<file path="src/rtl/tick_trim_pkg.sv">
package tick_trim_pkg;

    localparam int CFG_W  = 8;
    localparam int AMT_W  = 6;
    localparam int STEP_W = AMT_W + 1;

    typedef struct packed {
        logic             long_win;
        logic             remove;
        logic [AMT_W-1:0] amount;
    } trim_cfg_t;

    // Number of two-pulse steps encoded by a correction word.
    function automatic logic [STEP_W-1:0] trim_steps(input trim_cfg_t c);
        logic [STEP_W-1:0] s;
        if (c.amount == '0) begin
            s = '0;
        end else if (c.remove) begin
            s = {1'b0, ~c.amount} + STEP_W'(1);
        end else begin
            s = {1'b0, c.amount} - STEP_W'(1);
        end
        return s;
    endfunction

endpackage

</file>
<file path="src/rtl/tick_trim_cfg.sv">
module tick_trim_cfg
    import tick_trim_pkg::*;
(
    input  logic      clk,
    input  logic      rst,
    input  logic      wr_en,
    input  trim_cfg_t wr_cfg,
    input  logic      boundary,
    output trim_cfg_t active,
    output logic      busy
);

    trim_cfg_t pend_q;
    trim_cfg_t active_q;
    logic      busy_q;

    always_ff @(posedge clk) begin
        if (rst) begin
            pend_q   <= '0;
            active_q <= '0;
            busy_q   <= 1'b0;
        end else if (busy_q) begin
            if (boundary) begin
                active_q <= pend_q;
                busy_q   <= 1'b0;
            end
        end else if (wr_en) begin
            pend_q <= wr_cfg;
            busy_q <= 1'b1;
        end
    end

    assign active = active_q;
    assign busy   = busy_q;

endmodule

</file>
<file path="src/rtl/tick_trim_period.sv">
module tick_trim_period #(
    parameter int SHORT_SECONDS = 20,
    parameter int LONG_SECONDS  = 60
) (
    input  logic clk,
    input  logic rst,
    input  logic sec_done,
    input  logic long_win,
    output logic last_sec,
    output logic boundary
);

    localparam int SW = (LONG_SECONDS > 1) ? $clog2(LONG_SECONDS) : 1;
    localparam logic [SW-1:0] SHORT_LAST = SW'(SHORT_SECONDS - 1);
    localparam logic [SW-1:0] LONG_LAST  = SW'(LONG_SECONDS - 1);

    logic [SW-1:0] sec_q;

    always_comb begin
        last_sec = (sec_q == (long_win ? LONG_LAST : SHORT_LAST));
        boundary = sec_done && last_sec;
    end

    always_ff @(posedge clk) begin
        if (rst) begin
            sec_q <= '0;
        end else if (sec_done) begin
            sec_q <= last_sec ? '0 : sec_q + SW'(1);
        end
    end

endmodule

</file>
<file path="src/rtl/tick_trim_div.sv">
module tick_trim_div #(
    parameter int CW = 16
) (
    input  logic          clk,
    input  logic          rst,
    input  logic          pulse_en,
    input  logic [CW-1:0] target_len,
    output logic          sec_done,
    output logic          sec_tick
);

    logic [CW-1:0] pcnt_q;
    logic          tick_q;

    assign sec_done = pulse_en && (pcnt_q == target_len - CW'(1));

    always_ff @(posedge clk) begin
        if (rst) begin
            pcnt_q <= '0;
            tick_q <= 1'b0;
        end else begin
            tick_q <= sec_done;
            if (sec_done) begin
                pcnt_q <= '0;
            end else if (pulse_en) begin
                pcnt_q <= pcnt_q + CW'(1);
            end
        end
    end

    assign sec_tick = tick_q;

endmodule

</file>
<file path="src/rtl/tick_trim.sv">
module tick_trim
    import tick_trim_pkg::*;
#(
    parameter int DIV_COUNT     = 32768,
    parameter int SHORT_SECONDS = 20,
    parameter int LONG_SECONDS  = 60
) (
    input  logic             clk,
    input  logic             rst,
    input  logic             pulse_en,
    input  logic             wr_en,
    input  logic [CFG_W-1:0] wr_data,
    output logic             busy,
    output logic [CFG_W-1:0] active_cfg,
    output logic             sec_tick
);

    localparam int MAX_DELTA = 2 * ((1 << AMT_W) - 1);
    localparam int CW        = $clog2(DIV_COUNT + MAX_DELTA + 1);
    localparam logic [CW-1:0] BASE_LEN = CW'(DIV_COUNT);

    trim_cfg_t         active;
    logic              last_sec;
    logic              boundary;
    logic              sec_done;
    logic [STEP_W-1:0] steps;
    logic [CW-1:0]     delta;
    logic [CW-1:0]     target_len;

    tick_trim_cfg u_cfg (
        .clk      (clk),
        .rst      (rst),
        .wr_en    (wr_en),
        .wr_cfg   (trim_cfg_t'(wr_data)),
        .boundary (boundary),
        .active   (active),
        .busy     (busy)
    );

    tick_trim_period #(
        .SHORT_SECONDS (SHORT_SECONDS),
        .LONG_SECONDS  (LONG_SECONDS)
    ) u_period (
        .clk      (clk),
        .rst      (rst),
        .sec_done (sec_done),
        .long_win (active.long_win),
        .last_sec (last_sec),
        .boundary (boundary)
    );

    always_comb begin
        steps = trim_steps(active);
        delta = CW'({steps, 1'b0});
        if (!last_sec) begin
            target_len = BASE_LEN;
        end else if (active.remove) begin
            target_len = BASE_LEN + delta;
        end else begin
            target_len = BASE_LEN - delta;
        end
    end

    tick_trim_div #(
        .CW (CW)
    ) u_div (
        .clk        (clk),
        .rst        (rst),
        .pulse_en   (pulse_en),
        .target_len (target_len),
        .sec_done   (sec_done),
        .sec_tick   (sec_tick)
    );

    assign active_cfg = active;

endmodule

</file>
<file path="config.mk">
export PLATFORM = sky130hd
export DESIGN_NAME = tick_trim
export DESIGN_NICKNAME = d
export VERILOG_FILES = /design/src/rtl/tick_trim_pkg.sv /design/src/rtl/tick_trim_cfg.sv /design/src/rtl/tick_trim_period.sv /design/src/rtl/tick_trim_div.sv /design/src/rtl/tick_trim.sv
export SDC_FILE = /design/constraint.sdc
export NUM_CORES = 1
export LEC_CHECK = 0
export BUFFER_PORTS_ARGS = -buffer_cell sky130_fd_sc_hd__buf_4
export CAP_MARGIN = 30
export CORE_AREA = 4 4 106 68
export CTS_CLUSTER_DIAMETER = 100
export DETAILED_ROUTE_END_ITERATION = 10
export DIE_AREA = 0 0 110 72
export PLACE_DENSITY = 0.71
export RECOVER_POWER = 25
export SLEW_MARGIN = 20
export SYNTH_ARGS = -nofsm -noshare
export SYNTH_HDL_FRONTEND = slang
export SYNTH_SLANG_ARGS = --single-unit
</file>
<file path="constraint.sdc">
create_clock -name clk -period 7.11 [get_ports clk]
set_clock_uncertainty 0.2 [all_clocks]
set_input_delay 0.3555 -clock clk [delete_from_list [all_inputs] [get_ports clk]]
set_output_delay 0.3555 -clock clk [all_outputs]
set_load 0.03 [all_outputs]
</file>
**Yosys cells after proc, flatten, opt, wreduce, memory -nomap -nowiden**

Index checks and enable logic that the tools add are counted.

- Logic and storage cells: 36
- Bits in registers: 40

- Reduce and logical (&&, ||, !) cells: 6
- Add/subtract/negate cells: 7
- Multiplexer cells: 9
- Eq/ne operators: 2
- Bitwise gates (word level): 2

Operator list:

| operator | number |
|---|---|
| 16-bit two-way mux | 2 |
| 16-bit by 1-bit adder with 16-bit output (second input constant) | 1 |
| 16-bit by 8-bit adder with 16-bit output (first input constant) | 1 |
| 16-bit == test | 1 |
| 16-bit by 1-bit subtractor with 16-bit output (second input constant) | 1 |
| 16-bit by 8-bit subtractor with 16-bit output (first input constant) | 1 |
| 7-bit two-way mux | 2 |
| 6-bit two-way mux | 2 |
| 6-bit by 1-bit adder with 7-bit output (second input constant) | 1 |
| 6-bit by 1-bit subtractor with 7-bit output (second input constant) | 1 |
| 6-bit by 1-bit adder with 6-bit output (second input constant) | 1 |
| 6-bit == test | 1 |
| 6-bit logical NOT | 1 |
| 6-bit inverter | 1 |
| 2-bit AND reduction | 2 |
| 1-bit two-way mux | 3 |
| 1-bit logical AND | 2 |
| 2-bit OR reduction | 1 |
| 1-bit inverter | 1 |

**Depth between registers and ports, before layout**

- Word-level depth: 13
- Depth in mapped cells: 19
- Gate-level depth less buffers: 17

**Cells and area by module**

Synthesis repeated with hierarchy kept, for this count alone.

- Cells, all modules: 362
- Area, all modules: 3129.3 um2

By module, submodules not included:

| module | instances | area an instance (um2) | sequential area each (um2) | cells an instance |
|---|---|---|---|---|
| tick_trim_div | 1 | 1398.8 | 340.3 | 158 |
| tick_trim_cfg | 1 | 701.9 | 340.3 | 66 |
| tick_trim | 1 | 654.4 | 0.0 | 94 |
| tick_trim_period | 1 | 374.1 | 120.1 | 44 |

**Worst setup path before layout**

OpenSTA, ideal clock, no wires.

- Path kind: register -> register
- From: reg u_cfg.active_q, in the netlist u_cfg.active[0]
- To: reg u_cfg.active_q, in the netlist u_cfg.active[3]
- Stages on the path, launching flop included: 17
- Path buffers: 2
- Required time: 6.778 ns
- Setup time: 0.132 ns
- Setup slack: 2.539 ns
- Data arrival time: 4.239 ns
- Period minus slack after synthesis: 4.571 ns
- Cell sequence: dfxtp_1 > buf_2 > inv_1 > ha_1 > or3b_1 > a211o_1 > o21a_1 > a2111oi_1 > ha_1 > a2111oi_2 > a311o_1 > nand3_1 > mux2i_1 > or4_1 > buf_2 > o31ai_1 > a21oi_1

- Cells in the longest elaborated chain, start to end: 12
- Elaborated cells on any way between the ends: 15
- Classes of those cells: add/sub (5); eq/ne (1); mux (4); bitwise (1); reduce/logical (4)

RTL lines:

| element | line | text |
|---|---|---|
| from (decl) | tick_trim_cfg.sv:14 | `trim_cfg_t active_q;` |
| from (signal assigned) | tick_trim_cfg.sv:24 | `active_q <= pend_q;` |
| 6-bit inverter | tick_trim_pkg.sv:19 | `s = {1'b0, ~c.amount} + STEP_W'(1);` |
| 6-bit by 1-bit adder with 7-bit output | tick_trim_pkg.sv:19 |  |
| 7-bit two-way mux | tick_trim_pkg.sv:18 | `end else if (c.remove) begin` |
| 7-bit two-way mux * | tick_trim_pkg.sv:16 | `if (c.amount == '0) begin` |
| 16-bit by 8-bit subtractor with 16-bit output / 16-bit by 8-bit adder with 16-bit output (equally long branches) | tick_trim.sv:60, tick_trim.sv:58 |  |
| 16-bit two-way mux * | tick_trim.sv:57 | `end else if (active.remove) begin` |
| 16-bit two-way mux * | tick_trim.sv:55 | `if (!last_sec) begin` |
| 16-bit by 1-bit subtractor with 16-bit output * | tick_trim_div.sv:15 | `assign sec_done = pulse_en && (pcnt_q == target_len - CW'(1));` |
| 16-bit == test * | tick_trim_div.sv:15 |  |
| 1-bit logical AND * | tick_trim_div.sv:15 |  |
| 1-bit logical AND * | tick_trim_period.sv:21 | `boundary = sec_done && last_sec;` |
| 2-bit AND reduction (no line) * | n/a |  |

Every way passes the cells marked *; elsewhere a longest branch is shown, timed or not.
A chain may end at the register's enable or synchronous reset.

**Final worst setup path**

- From: reg u_cfg.active_q, in the netlist u_cfg.active[0]
- To: reg u_div.pcnt_q[8]

- Cells in the longest elaborated chain, start to end: 11
- Elaborated cells on any way between the ends: 14
- Classes of those cells: add/sub (5); eq/ne (1); mux (4); bitwise (1); reduce/logical (3)

RTL lines:

| element | line | text |
|---|---|---|
| 6-bit inverter | tick_trim_pkg.sv:19 |  |
| 6-bit by 1-bit adder with 7-bit output | tick_trim_pkg.sv:19 |  |
| 7-bit two-way mux | tick_trim_pkg.sv:18 |  |
| 7-bit two-way mux * | tick_trim_pkg.sv:16 |  |
| 16-bit by 8-bit subtractor with 16-bit output / 16-bit by 8-bit adder with 16-bit output (equally long branches) | tick_trim.sv:60, tick_trim.sv:58 |  |
| 16-bit two-way mux * | tick_trim.sv:57 |  |
| 16-bit two-way mux * | tick_trim.sv:55 |  |
| 16-bit by 1-bit subtractor with 16-bit output * | tick_trim_div.sv:15 |  |
| 16-bit == test * | tick_trim_div.sv:15 |  |
| 1-bit logical AND * | tick_trim_div.sv:15 |  |
| 2-bit OR reduction (no line) * | n/a |  |
| to (signal assigned) | tick_trim_div.sv:26 | `pcnt_q <= pcnt_q + CW'(1);` |
| to (decl) | tick_trim_div.sv:12 | `logic [CW-1:0] pcnt_q;` |

Marks and branches as above.

==> flow_metrics.tcl <==
set metrics [dict create \
    die-area_sq_um 7920 \
    wire_per_inst_um 15.9 \
    die_h_um 72 \
    grtUsageMet2_pct 26.5 \
    cellPowerDensity_nw_per_um2 140 \
    synth.avg_cell_area_sq_um 7.78 \
    io_buffers 21 \
    cts_buffers 5 \
    setup_viol 0 \
    final_antenna_net_count 0 \
    grt.total_usage_pct 19.2 \
    synth_fp_nets 394 \
    worstPathArrival_ns 5.26 \
    vias 2895 \
    grt_pass1_vias 2502 \
    synth_async_sr_flop_share_pct 0 \
    syn_to_final_growth_pct 9.69 \
    start_util_pct 45.9 \
    worst_path_most_repeated_cell "ha_1" \
    post_cts_buffers 0 \
    synth_fa_ha_area_share_pct 3.00 \
    fin_ws_ns 1.83 \
    finalCriticalPeriod_ns 5.28 \
    io_pins 22 \
    pre_cts_ws_ns 1.94 \
    clock-sinks 40 \
    mostFrequentLayoutCells "nor2_1, dfxtp_1, a21oi_1" \
    gp_congestion 0.977 \
    fin_crit_sh_pct 74.3 \
    antenna_found_initial 0 \
    routed_wl_um 7510 \
    cts_tree "done" \
    tightest_slew_ns 0.891 \
    grt_start_max_net_pins 27 \
    synth_top_area_cell "dfxtp_1" \
    mostFrequentLayoutCell "nor2_1" \
    ys_seq_elements 40 \
    finalHoldViolations 0 \
    fmax_ghz 0.189 \
    busiest_layer "met1" \
    clock-root-buffer "clkbuf_8" \
    rsz0062_at_grt "no" \
    holdBufCountCts 0 \
    cpMaxStageDelayCell "and3_1" \
    synth.yosys.seq_area_share_pct 27.4 \
    finalSetupTns_ns 0 \
    path_depth 16 \
    synth_cell_types 67 \
    core_area_sq_um 6360 \
    total_power_uw 448 \
    cts-resized-gates 0 \
    endpoint_kind "flip-flop" \
    worstHoldPathCells 3 \
    maxSlewHeadroom_pct 40.5 \
    path_max_fanout 21 \
    n_antenna_cell 0 \
    die_w_um 110 \
    ys.flop_type "dfxtp_1" \
    synth-xor-area-share_pct 9.43 \
    cp_num_buf_inv 2 \
    synth-edff-count 0 \
    worstPathRequired_ns 7.10 \
    rows 23 \
    fin_util_pct 50.3 \
    ys_warn_count 0 \
    drv_cap 0 \
    reg2reg_depth 16 \
    ctsLongestPathBuffers 2 \
    critPathLaunchType "flip-flop" \
    status "finished, final reports clean" \
    synth_top_area_share_pct 27.4 \
    ys_top_cells_by_area "dfxtp_1, nor2_1, xor2_1" \
    synth-simple-area-share_pct 29.2 \
    synth_compound_area_share_pct 21.5 \
    path_class "flip-flop to flip-flop" \
    drt-initial-drc-count 248 \
    synth_top_family_by_area "simple AND/OR/NAND/NOR gates" \
    synth_area_sq_um 2920 \
    grt_overflow 0 \
    grt_pass1_wl_um 12200 \
    drive_gt1_share_pct 10.4 \
    slowest_delay_ns 0.68 \
    cts_htree_levels 2 \
    clock_latency_ns 0.30 \
    hold_path.class "input pin to flip-flop" \
    drcViolationCount 0 \
    path_clk_slew_ns 0.08 \
    synthCells 375 \
    place_hpwl_um 5420 \
    viasPerCell 6.15 \
    grtUsageMet1_pct 30.6 \
    cp_cell_sequence "inv_1 -> ha_1 -> nor2b_1 -> nand2_1 -> nand2_1 -> ha_1 -> inv_1 -> a2111oi_1 -> ha_1 -> a2111oi_2 -> nor2_1 -> o31a_1 -> o22ai_1 -> and3_1 -> a31o_2 -> nor2_1" \
    cpLargestDelayFamily "compound AO/OA/AOI/OAI gates" \
    maxSlewViolCount 0 \
    leakage_uw 0.00112 \
    grt_use_met3_pct 3.91 \
    ir_drop_v 0.0000870 \
    nets 402 \
    synthMuxAreaShare_pct 4.11 \
    firstDrtPassIters 5 \
]
## registers in the layout, indices dropped and copies added, names as in the netlist
name / count
u_cfg.active: 8
u_cfg.busy: 1
u_cfg.pend_q: 8
u_div.pcnt_q: 16
u_div.sec_tick: 1
u_period.sec_q: 6
## final cells by class
class | instances | area (sq um)
fillers | 607 | 3160
multi-input cells | 299 | 1970
flip-flops and latches | 40 | 801
repair buffers | 25 | 161
well taps | 87 | 109
clock buffers | 5 | 68.8
clock inverters | 3 | 46.3
inverters | 12 | 45.0
## tightest hold or removal path, delay by kind of cell
family,cells,cell delay [ns]
muxes,1,0.05
buffers and inverters,1,0.08
and+or+nand+nor,1,0.07
## stage by stage
stage | hold WS (ns) | area [sq um] | instances
after floorplan | 0.246 | 2920 | 375
after global placement | 0.267 | 3110 | 463
after detailed placement | 0.272 | 3110 | 463
after CTS | 0.0756 | 3230 | 471
after global routing | 0.0751 | 3200 | 471
final | 0.0806 | 3200 | 471
## cell families after synthesis
kind of cell             after synthesis
AO/OA/AOI/OAI                         87
XOR/XNOR                              29
adder cells (fa/ha/maj)                7
buffers and inverters                 36
flip-flops                            40
multiplexers                          12
AND/OR/NAND/NOR                      164
## cells in the mapped netlist, types with 9 or more instances
cell type  count
xor2_1        16
nand3_1       21
inv_1         11
a21oi_1       23
mux2i_1       12
buf_2         12
nor3_1        18
dfxtp_1       40
o31ai_1        9
xnor2_1       11
nor2_1        47
clkbuf_1      10
nand4_1       21
nand2_1       20
## final timing paths
kind	to	slack, ns	start
setup / recovery	u_div.pcnt_q[8]	1.83	u_cfg.active[0]
hold / removal	u_cfg.pend_q[4]	0.08	wr_data[4]
setup reg to reg	u_div.pcnt_q[8]	1.83	u_cfg.active[0]
hold reg to reg	u_cfg.active[5]	0.28	u_cfg.pend_q[5]
## report_power, final
group          switching, uW  internal [uW]  leakage, uW  total (uW)
combinational           10.5           9.92     0.000742        20.5
sequential              3.83            228     0.000324         232
clock                   89.4            106    0.0000548         195
## layer usage
metal / vias to the layer above / share of wire [%]
met5: - / 0
met4: 0 / 0.68
li1: 1408 / -
met2: 123 / 41
met1: 1356 / 50
met3: 8 / 8.2
(Power assumes the default switching activity.)
